### config.mk
export PLATFORM = sky130hd
export DESIGN_NAME = fcmp_top
export DESIGN_NICKNAME = d
export VERILOG_FILES = /design/src/rtl/fcmp_pkg.sv /design/src/rtl/fcmp_classify.sv /design/src/rtl/fcmp_order.sv /design/src/rtl/fcmp_select.sv /design/src/rtl/fcmp_top.sv
export SDC_FILE = /design/constraint.sdc
export NUM_CORES = 1
export LEC_CHECK = 0
export ABC_AREA = 0
export BUFFER_PORTS_ARGS = -buffer_cell sky130_fd_sc_hd__buf_2
export CAP_MARGIN = 20
export CORE_UTILIZATION = 47
export DETAILED_ROUTE_END_ITERATION = 6
export PLACE_DENSITY_LB_ADDON = 0.15
export SETUP_SLACK_MARGIN = 0.1
export SLEW_MARGIN = 20
export SYNTH_ARGS = -nofsm -noshare
export SYNTH_HDL_FRONTEND = slang
export SYNTH_SLANG_ARGS = --single-unit
### constraint.sdc
create_clock -name vclk -period 3.5
set_input_delay 0.7 -clock vclk [all_inputs]
set_output_delay 0.7 -clock vclk [all_outputs]
set_load 0.01 [all_outputs]
### src/rtl/fcmp_pkg.sv
`timescale 1ns/1ps
package fcmp_pkg;

   localparam int unsigned PRED_W = 4;

   typedef enum logic [PRED_W-1:0] {
      CMP_OEQ  = 4'd0,
      CMP_OLT  = 4'd1,
      CMP_OLE  = 4'd2,
      CMP_UEQ  = 4'd3,
      CMP_ULT  = 4'd4,
      CMP_ULE  = 4'd5,
      CMP_UN   = 4'd6,
      CMP_UNEQ = 4'd7,
      CMP_ULEQ = 4'd8,
      CMP_ULTQ = 4'd9
   } cmp_pred_e;

   // Per-operand class summary
   typedef struct packed {
      logic sign;
      logic is_zero;
      logic is_nan;
      logic is_snan;
   } fcls_t;

   // Pair summary fed to the predicate stage
   typedef struct packed {
      logic unord;
      logic any_snan;
      logic lt;
      logic eq;
   } frel_t;

   // Predicates whose invalid rule fires on any NaN
   function automatic logic pred_loud(input cmp_pred_e p);
      return (p == CMP_OLT) || (p == CMP_OLE) || (p == CMP_ULEQ) || (p == CMP_ULTQ);
   endfunction

endpackage

### src/rtl/fcmp_classify.sv
`timescale 1ns/1ps
module fcmp_classify
   import fcmp_pkg::*;
#(
   parameter int unsigned EXP_W = 8,
   parameter int unsigned MAN_W = 23,
   localparam int unsigned OP_W  = EXP_W + MAN_W + 1,
   localparam int unsigned MAG_W = EXP_W + MAN_W
) (
   input  logic [OP_W-1:0]  op,
   output fcls_t            cls,
   output logic [MAG_W-1:0] mag
);

   logic [EXP_W-1:0] exp_f;
   logic [MAN_W-1:0] man_f;
   logic             exp_ones;
   logic             exp_zero;
   logic             man_nz;

   always_comb begin
      exp_f    = op[MAN_W +: EXP_W];
      man_f    = op[MAN_W-1:0];
      exp_ones = &exp_f;
      exp_zero = ~|exp_f;
      man_nz   = |man_f;

      cls.sign    = op[OP_W-1];
      cls.is_zero = exp_zero & ~man_nz;
      cls.is_nan  = exp_ones & man_nz;
      cls.is_snan = exp_ones & man_nz & ~man_f[MAN_W-1];
      mag         = op[MAG_W-1:0];
   end

endmodule

### src/rtl/fcmp_order.sv
`timescale 1ns/1ps
module fcmp_order
   import fcmp_pkg::*;
#(
   parameter int unsigned EXP_W      = 8,
   parameter int unsigned MAN_W      = 23,
   parameter int unsigned ORDER_IMPL = 0,
   localparam int unsigned MAG_W = EXP_W + MAN_W
) (
   input  fcls_t            cls_a,
   input  fcls_t            cls_b,
   input  logic [MAG_W-1:0] mag_a,
   input  logic [MAG_W-1:0] mag_b,
   output logic             lt,
   output logic             eq
);

   generate
      if (ORDER_IMPL == 0) begin : g_signmag
         // Direct sign-aware magnitude comparison
         logic mag_lt;
         logic mag_eq;
         logic both_zero;
         always_comb begin
            mag_lt    = mag_a < mag_b;
            mag_eq    = mag_a == mag_b;
            both_zero = cls_a.is_zero & cls_b.is_zero;
            if (both_zero) begin
               lt = 1'b0;
               eq = 1'b1;
            end else if (cls_a.sign != cls_b.sign) begin
               lt = cls_a.sign;
               eq = 1'b0;
            end else if (cls_a.sign) begin
               lt = ~mag_lt & ~mag_eq;
               eq = mag_eq;
            end else begin
               lt = mag_lt;
               eq = mag_eq;
            end
         end
      end else begin : g_sortkey
         // Map each operand onto an unsigned key whose order is the value order
         logic [MAG_W:0] key_a;
         logic [MAG_W:0] key_b;
         always_comb begin
            if (cls_a.is_zero)   key_a = {1'b1, {MAG_W{1'b0}}};
            else if (cls_a.sign) key_a = {1'b0, ~mag_a};
            else                 key_a = {1'b1, mag_a};
            if (cls_b.is_zero)   key_b = {1'b1, {MAG_W{1'b0}}};
            else if (cls_b.sign) key_b = {1'b0, ~mag_b};
            else                 key_b = {1'b1, mag_b};
            lt = key_a < key_b;
            eq = key_a == key_b;
         end
      end
   endgenerate

endmodule

### src/rtl/fcmp_select.sv
`timescale 1ns/1ps
module fcmp_select
   import fcmp_pkg::*;
(
   input  logic [PRED_W-1:0] pred_sel,
   input  frel_t             rel,
   output logic              pred_true,
   output logic              invalid
);

   cmp_pred_e pred;
   logic      known;

   always_comb begin
      pred  = cmp_pred_e'(pred_sel);
      known = pred_sel <= PRED_W'(CMP_ULTQ);

      case (pred_sel)
         CMP_OEQ:  pred_true = ~rel.unord & rel.eq;
         CMP_OLT:  pred_true = ~rel.unord & rel.lt;
         CMP_OLE:  pred_true = ~rel.unord & (rel.lt | rel.eq);
         CMP_UEQ:  pred_true = rel.unord | rel.eq;
         CMP_ULT:  pred_true = rel.unord | rel.lt;
         CMP_ULE:  pred_true = rel.unord | rel.lt | rel.eq;
         CMP_UN:   pred_true = rel.unord;
         CMP_UNEQ: pred_true = rel.unord | ~rel.eq;
         CMP_ULEQ: pred_true = rel.unord | rel.lt | rel.eq;
         CMP_ULTQ: pred_true = rel.unord | rel.lt;
         default:  pred_true = 1'b0;
      endcase

      if (!known)               invalid = 1'b0;
      else if (pred_loud(pred)) invalid = rel.unord;
      else                      invalid = rel.any_snan;
   end

endmodule

### src/rtl/fcmp_top.sv
`timescale 1ns/1ps
module fcmp_top
   import fcmp_pkg::*;
#(
   parameter int unsigned EXP_W      = 8,
   parameter int unsigned MAN_W      = 23,
   parameter int unsigned ORDER_IMPL = 0,
   localparam int unsigned OP_W  = EXP_W + MAN_W + 1,
   localparam int unsigned MAG_W = EXP_W + MAN_W,
   localparam int unsigned N_OPS = 2
) (
   input  logic [OP_W-1:0]   op_a,
   input  logic [OP_W-1:0]   op_b,
   input  logic [PRED_W-1:0] pred_sel,
   output logic              pred_true,
   output logic              invalid
);

   // Elaboration-time parameter checks
   generate
      if (EXP_W < 2) begin : g_bad_exp
         $error("fcmp_top: EXP_W must be at least 2");
      end
      if (MAN_W < 2) begin : g_bad_man
         $error("fcmp_top: MAN_W must be at least 2");
      end
      if (ORDER_IMPL > 1) begin : g_bad_impl
         $error("fcmp_top: ORDER_IMPL must be 0 or 1");
      end
   endgenerate

   logic [OP_W-1:0]  ops  [N_OPS];
   fcls_t            cls  [N_OPS];
   logic [MAG_W-1:0] mags [N_OPS];
   frel_t            rel;
   logic             ord_lt;
   logic             ord_eq;

   always_comb begin
      ops[0] = op_a;
      ops[1] = op_b;
   end

   generate
      for (genvar gi = 0; gi < N_OPS; gi++) begin : g_cls
         fcmp_classify #(
            .EXP_W (EXP_W),
            .MAN_W (MAN_W)
         ) u_cls (
            .op  (ops[gi]),
            .cls (cls[gi]),
            .mag (mags[gi])
         );
      end
   endgenerate

   fcmp_order #(
      .EXP_W      (EXP_W),
      .MAN_W      (MAN_W),
      .ORDER_IMPL (ORDER_IMPL)
   ) u_order (
      .cls_a (cls[0]),
      .cls_b (cls[1]),
      .mag_a (mags[0]),
      .mag_b (mags[1]),
      .lt    (ord_lt),
      .eq    (ord_eq)
   );

   always_comb begin
      rel.unord    = cls[0].is_nan  | cls[1].is_nan;
      rel.any_snan = cls[0].is_snan | cls[1].is_snan;
      rel.lt       = ord_lt;
      rel.eq       = ord_eq;
   end

   fcmp_select u_select (
      .pred_sel  (pred_sel),
      .rel       (rel),
      .pred_true (pred_true),
      .invalid   (invalid)
   );

endmodule

# Word level (Yosys, flattened, before mapping)
# Index checks and enable logic that the tools add are counted.
# W data, S select, Z words.
# word_totals
reg_bits	0
in_bits	68
output_inout_bits	2
elab_cells	61
# op_classes
n_lt_le_gt_ge	2
eq_ne	11
mux	8
bitwise	26
n_reduce_logical	14
# ops
operator	n
$reduce_or A23 Y1	2
$eq A31 B31 Y1	1
$lt A31 B31 Y1	1
$eq A4 B3 Y1 const B	4
$reduce_and A8 Y1	2
$reduce_or A8 Y1	2
$and A1 B1 Y1	11
$eq A4 B2 Y1 const B	2
$eq A4 B4 Y1 const B	2
$not A1 Y1	8
$pmux W1 S8	1
$mux W1	7
$or A1 B1 Y1	7
$eq A4 B1 Y1 const B	1
$le A4 B4 Y1 const B	1
$logic_not A4 Y1	1
$reduce_or A2 Y1	2
$logic_or A1 B1 Y1	3
$logic_not A1 Y1	2
$ne A1 B1 Y1	1

# Logic depth before layout (Yosys ltp)
# Gate-level depths: netlist (run 1).
# depth
depth_word	9
mapped_depth	9
ltp_nobuf	9

# Hierarchy
# Synthesis (run 1) repeated with hierarchy kept, for this count alone.
# hier_totals
cells_unflattened	239
area_unflattened_um2	1725.4
# modules_own_cells
module	instances	cells_each	area_each_um2	seq_area_each_um2
fcmp_order	1	114	829.5	0.0
fcmp_classify	2	47	347.8	0.0
fcmp_select	1	29	187.7	0.0
fcmp_top	1	2	12.5	0.0

# Worst setup path before layout (run 1)
# No wires, ideal clock.
# synth_path
path_kind	in2out
from	input op_a[2]
to	output pred_true
arrival_ns	2.285
required_ns	2.800
setup_slack_ns	0.515
cell_stages	7
path_buffers	0
cell_sequence	or4_4 > nand4bb_1 > or4_4 > o21ai_2 > nand3_2 > a31o_1 > o221ai_2
# synth_via
elab_chain_cells	9
word_cells_on_any_way	27
cone_classes	order compare (1); eq/ne (1); mux (6); bitwise (18); reduce/logical (1)
# synth_lines
item	line	source
from (decl)	fcmp_top.sv:12	input logic [OP_W-1:0] op_a,
$lt A31 B31 Y1 / $eq A31 B31 Y1 (equally long branches)	fcmp_order.sv:25, fcmp_order.sv:26	
$not A1 Y1	fcmp_order.sv:35	lt = ~mag_lt & ~mag_eq;
$and A1 B1 Y1	fcmp_order.sv:35	
$mux W1	fcmp_order.sv:34	end else if (cls_a.sign) begin
$mux W1	fcmp_order.sv:31	end else if (cls_a.sign != cls_b.sign) begin
$mux W1	fcmp_order.sv:28	if (both_zero) begin
$or A1 B1 Y1, on equally long branches	-	
$or A1 B1 Y1 / $and A1 B1 Y1 (equally long branches)	fcmp_select.sv:24, fcmp_select.sv:27, fcmp_select.sv:21	
$pmux W1 S8 *	fcmp_select.sv:18	case (pred_sel)
to (decl)	fcmp_top.sv:15	output logic pred_true,
# Every way passes the cells marked *; elsewhere a longest branch is shown, timed or not.

# Final worst setup path (run 1)
# Ends and elaborated chain as after synthesis.

==> results of run 1 <==
kinds of logic (layout without fill, tap and decap cells):
family	Yosys count	in the layout	synth area share (%)
adder cells (fa/ha/maj)	31	31	31.86
buffers and inverters	34	105	11.61
XOR/XNOR	2	2	1.439
AND/OR/NAND/NOR	66	66	32.58
AO/OA/AOI/OAI	41	41	22.51
cells in the mapped netlist (all sizes together) (2+ instances only):
| cell type | count | area [µm²] |
|---|---|---|
| nor2 | 11 | 41.29 |
| nand2b | 2 | 12.51 |
| o21ai | 7 | 38.79 |
| nor3 | 4 | 20.02 |
| and4 | 2 | 17.52 |
| nand4 | 12 | 75.07 |
| and2 | 2 | 15.01 |
| nand3 | 5 | 30.03 |
| nor4 | 12 | 75.07 |
| o221ai | 2 | 23.77 |
| nand2 | 7 | 26.28 |
| or4 | 3 | 33.78 |
| a21oi | 16 | 80.08 |
| o2111ai | 2 | 17.52 |
| ha | 31 | 387.9 |
| o31ai | 2 | 20.02 |
| inv | 32 | 120.1 |
| xor2 | 2 | 17.52 |
| a211oi | 3 | 22.52 |
power groups by stage:
stage                     clock, W  combinational [W]  sequential, W
after detailed placement         0           0.000154              0
after floorplan                  0          0.0000829              0
after global routing             0           0.000191              0
final                            0           0.000167              0
after CTS                        0           0.000154              0
after global placement           0           0.000151              0
path summary, 6_finish.rpt:
kind / start / end / slack [ns] / cells after the start
worst max-delay path: op_a[2] / pred_true / 0.15 / 9
worst min-delay path: pred_sel[2] / pred_true / 1.83 / 3
per-stage QoR:
stage	setup slack, ns	cell area, µm²	std cells
floorplan	0.5153	1217	174
global placement	0.1306	1599	274
detailed placement	0.1134	1599	274
CTS	0.1028	1599	274
global route	0.06641	1685	275
finish	0.1533	1685	275
routing by layer:
metal,wire length (µm),global-route usage (%),vias up
met5,0,0,-
met4,0,0,0
met3,81,0,0
met2,1661,43.88,30
met1,1490,30.30,678
li1,-,-,810
layout by cell type, fill, tap and decap left out, types with 3 or more instances in the layout:
cell type / netlist / routed
buf_2: 0 / 70
or4_4: 3 / 3
nor4_1: 12 / 11
nand3_1: 4 / 4
inv_1: 32 / 31
nor2_1: 11 / 11
nor3_1: 4 / 4
o21ai_0: 6 / 4
a21oi_1: 16 / 15
ha_1: 31 / 28
buf_4: 0 / 3
nand4_1: 12 / 12
ha_4: 0 / 3
nand2_1: 7 / 7
layout make-up:
| cell class | instances | area [µm²] |
|---|---|---|
| Fill cell | 249 | 769.5 |
| Inverter | 32 | 120.1 |
| Tap cell | 30 | 37.54 |
| Multi-Input combinational cell | 140 | 1155 |
| Timing Repair Buffer | 73 | 372.9 |
what timing repair did:
item	in CTS	in global routing
resized for setup	0	13
endpoints found under the setup margin	0	1
setup buffers	0	1
==> out/qor.yml, run 1 <==
pwr:
  ir_worst_vdd_mv: 0.06676
  p_int_w: 0.00008141
  power.share.clock_pct: 0
  p_total_w: 0.0001669
  comb_power_share_pct: 100.0
  seq_power_share_pct: 0
  switching_share_pct: 51.23
  p_sw_w: 0.00008551
  power.leakage_nw: 0.9001
  p_per_area_mw_per_mm2: 99.04
global_route:
  grt_pass1_vias: 1267
  grt_max_degree: 10
  overflow: 0
  track_usage_pct: 23.01
  grt_pass1_wl_um: 5057
  antenna_found_initial: 0
sta:
  grt_setup_unrepaired: "yes"
  slew_viol_final: 0
  tightest_slew_ns: 0.4417
  max_slew_margin_pct: 70.28
  period_share_pct: 95.62
  finalCriticalPeriod_ns: 3.347
  fmaxAchievable_mhz: 298.8
  setup_viol: 0
  fin_tns_setup_ns: 0
  hold_slack_ns: 1.826
  timing.final.hold_violations: 0
worst_setup_path:
  cpPeakStageDelay_ns: 0.55
  worstSetupEndpointType: "primary output"
  crit_slowest_cell: "or4_4"
  critPathBufInv: 2
  crit_required_ns: 2.80
  cp_top_family: "simple AND/OR/NAND/NOR gates"
  worstPathArrival_ns: 2.65
  cp-start-kind: "primary input"
  path_max_fanout: 3
  path_class: "primary input to primary output"
  path_cells: "buf_2, or4_4, nand4bb_1, or4_4, o21ai_2, nand3_2, a31o_1, o221ai_2, buf_2"
cells_and_area:
  seq_area_um2: 0
  finish.utilization_pct: 68.65
  area_delta_synth_final_pct: 38.44
  nNetsFinal: 346
  antenna_cells: 0
  clkbuf_count: 0
  final_layout_size_suffix_gt1_share_pct: 38.37
  seq_cells: 0
routing:
  vias: 1518
  dr.pass1.iters: 4
  routed_wl_um: 3233
  vias_per_cell: 5.520
  drc_errors: 0
  ant_nets: 0
  avgRoutedWirePerCell_um: 11.76
  drt_iter0_drc: 21
synthesis:
  synthesis.nets: 273
  syn_area_per_cell_um2: 6.997
  ys_types: 40
  yosysSeqAreaShare_pct: 0
  synthCells: 174
  yosys_warnings: 0
  syn-cell-area_mm2: 0.001217
cts:
  postCtsHoldBufs: 0
die:
  rows: 18
  start_util_pct: 49.59
  core_region_area_mm2: 0.002455
  ios: 70
  die_y_um: 52.90
  dieArea_mm2: 0.002798
  die_w_um: 52.90
run:
  drv_cap: 0
placed_design:
  hpwl_um: 2906
  gp_congestion: 0.8105
  port_buffers: 70
status:
  status: "finished, final reports clean"
hold_path:
  min_path_type: "primary input to primary output"
Power figures use the tool's default switching activity.
==> run 2: changes to the inputs <==
--- a/config.mk
+++ b/config.mk
@@ -5,10 +5,10 @@
 export SDC_FILE = /design/constraint.sdc
 export NUM_CORES = 1
 export LEC_CHECK = 0
-export ABC_AREA = 0
+export ABC_AREA = 1
 export BUFFER_PORTS_ARGS = -buffer_cell sky130_fd_sc_hd__buf_2
 export CAP_MARGIN = 20
-export CORE_UTILIZATION = 47
+export CORE_UTILIZATION = 49
 export DETAILED_ROUTE_END_ITERATION = 6
 export PLACE_DENSITY_LB_ADDON = 0.15
 export SETUP_SLACK_MARGIN = 0.1
==> run 2 against run 1 <==
Cell count is 31% higher. Non-clock buffer count fell by 3. Via count rose by 12%. Wire length is 1.1% lower. Flip-flop and latch count did not move. Synthesized cell count grew 48%. First-iteration DRC count rose by 100%. Critical path type unchanged.
==> out/qor.yml, run 2 <==
cells_and_area:
  final_common_cell: "buf_2"
  final_cell_area_mm2: 0.001812
  nNetsFinal: 429
  seq_cells: 0
  final_cell_mix: "buf_2 (70), nand2_1 (66), inv_1 (33)"
  final_layout_size_suffix_gt1_share_pct: 34.45
  finish.utilization_pct: 65.70
  seq_area_um2: 0
  fill_cells: 263
  antenna_cells: 0
  clkbuf_count: 0
  area_delta_synth_final_pct: 27.35
global_route:
  antenna_found_initial: 0
  overflow: 0
  grt_pass1_wl_um: 5747
  grt_pass1_vias: 1525
  track_usage_pct: 21.45
  grt_max_degree: 7
sta:
  grt_setup_unrepaired: "no"
  max_slew_margin_pct: 80.67
  period_share_pct: 85.83
  slew_viol_final: 0
  finalCriticalPeriod_ns: 3.004
  tightest_slew_ns: 0.2873
  finalWorstSetupSlack_ns: 0.4959
  fmaxAchievable_mhz: 332.9
  fin_tns_setup_ns: 0
  setup_viol: 0
  timing.final.hold_violations: 0
die:
  die_y_um: 55.88
  dieArea_mm2: 0.003123
  core_region_area_mm2: 0.002758
  rows: 19
  start_util_pct: 51.59
  die_w_um: 55.88
  ios: 70
hold_path:
  holdPathStages: 4
  hold_path_end: "invalid"
  min_path_type: "primary input to primary output"
  hold_start: "pred_sel[2]"
pwr:
  power.leakage_nw: 1.120
  p_total_w: 0.0001783
  p_per_area_mw_per_mm2: 98.43
  ir_worst_vdd_mv: 0.06021
synthesis:
  syn-cell-area_mm2: 0.001423
  synthesis.nets: 357
  ys_types: 28
  synthCells: 258
  synth_top_area_share_pct: 27.26
  synth_commonest_cells: "nand2_1 (66), inv_1 (33), ha_1 (31)"
  synth_area_leader_cell: "ha_1"
  syn_area_per_cell_um2: 5.514
  synthTopCellsByArea: "ha_1 (27%), nand2_1 (17%), inv_1 (8.7%), nor2_1 (7.7%), inv_2 (7.4%)"
  yosysSeqAreaShare_pct: 0
  yosys_warnings: 0
  synth_most_common_cell: "nand2_1"
cts:
  cts-resized-gates: 0
  postCtsHoldBufs: 0
  post-cts-setup-buffers: 0
worst_setup_path:
  worstSetupEndpointType: "primary output"
  cp-start-kind: "primary input"
  path_max_fanout: 3
  worstPathArrival_ns: 2.30
  crit_required_ns: 2.80
  path_class: "primary input to primary output"
routing:
  vias: 1693
  drt_iter0_drc: 42
  ant_nets: 0
  vias_per_cell: 4.716
  dr.pass1.iters: 4
  drc_errors: 0
  routed_wl_um: 3199
  avgRoutedWirePerCell_um: 8.911
placed_design:
  hpwl_um: 3006
  place_ws_ns: 0.4977
  placed_area_mm2: 0.001812
  gp_congestion: 0.8728
  port_buffers: 70
run:
  drv_cap: 0
status:
  status: "finished, final reports clean"
==> run 2: cell count changes after synthesis, moves of 3 or more <==
cell | previous run | this run
nand2_1 | 7 | 66
inv_2 | 0 | 28
nor2_1 | 11 | 29
nand3_1 | 4 | 13
nor4_1 | 12 | 3
a21oi_1 | 16 | 10
nor2_2 | 0 | 4
a211oi_1 | 3 | 0
nand2_2 | 0 | 3
nor3_2 | 0 | 3
o21ai_0 | 6 | 3
or4_4 | 3 | 0
==> run 2: worst max-delay path by stage <==
| stage | startpoint | to | cells after the start |
|---|---|---|---|
| after floorplan | op_b[30] | pred_true | 12 |
| after global placement | op_b[22] | pred_true | 15 |
| after detailed placement | op_b[22] | pred_true | 15 |
| after CTS | op_b[22] | pred_true | 15 |
| after global routing | op_b[14] | pred_true | 18 |
| final | op_a[22] | pred_true | 14 |
==> run 2: cell families (layout without fill, tap and decap cells) <==
logic type                 Yosys count  count (layout)  share of synthesized area, %
adders and majority gates           31              31                         27.26
and+or+nand+nor                    141             141                         45.73
AOI/OAI and AO/OA                   23              23                         10.03
xor gates and xnor gates             1               1                        0.6158
buffers and inverters               62             132                         16.36
==> run 2: cell type report <==
class                           count  area, µm²  area share, %
Multi-Input combinational cell    196       1190          65.68
Timing Repair Buffer               70      350.3          19.34
Tap cell                           31      38.79          2.141
Inverter                           62      232.7          12.85
==> run 2: power by group <==
part	internal, W	switching [W]	total (W)
Combinational	0.0000801	0.0000982	0.000178
Sequential	0	0	0
Clock	0	0	0
==> run 2: layer usage <==
layer  GRT usage, %  vias to the layer above  part of all wire [%]
li1               -                      969                     -
met1          29.84                      678                    51
met2          38.55                       44                    43
met3         0.4651                        2                   4.9
met4          1.742                        0                  0.47
met5              0                        -                     0
==> run 2: per-stage QoR <==
| stage | instances | hold WS [ns] |
|---|---|---|
| 3_5_place_dp | 359 | 1.850 |
| 4_1_cts | 359 | 1.852 |
| 2_1_floorplan | 258 | 1.598 |
| 6_report | 359 | 1.854 |
| 5_1_grt | 359 | 1.877 |
| 3_3_place_gp | 359 | 1.842 |
==> run 2: worst max-delay path: stages <==
cell and delay, ns:
buf_2 0.13, ha_1 0.29, nand2_1 0.08, nor2_2 0.12, nand4_1 0.12, nor2_1 0.18, nand3_1 0.11, o21ai_2 0.10
nand2_1 0.07, nand2_1 0.05, o21ai_1 0.07, a21oi_2 0.10, nand3_1 0.06, buf_2 0.14
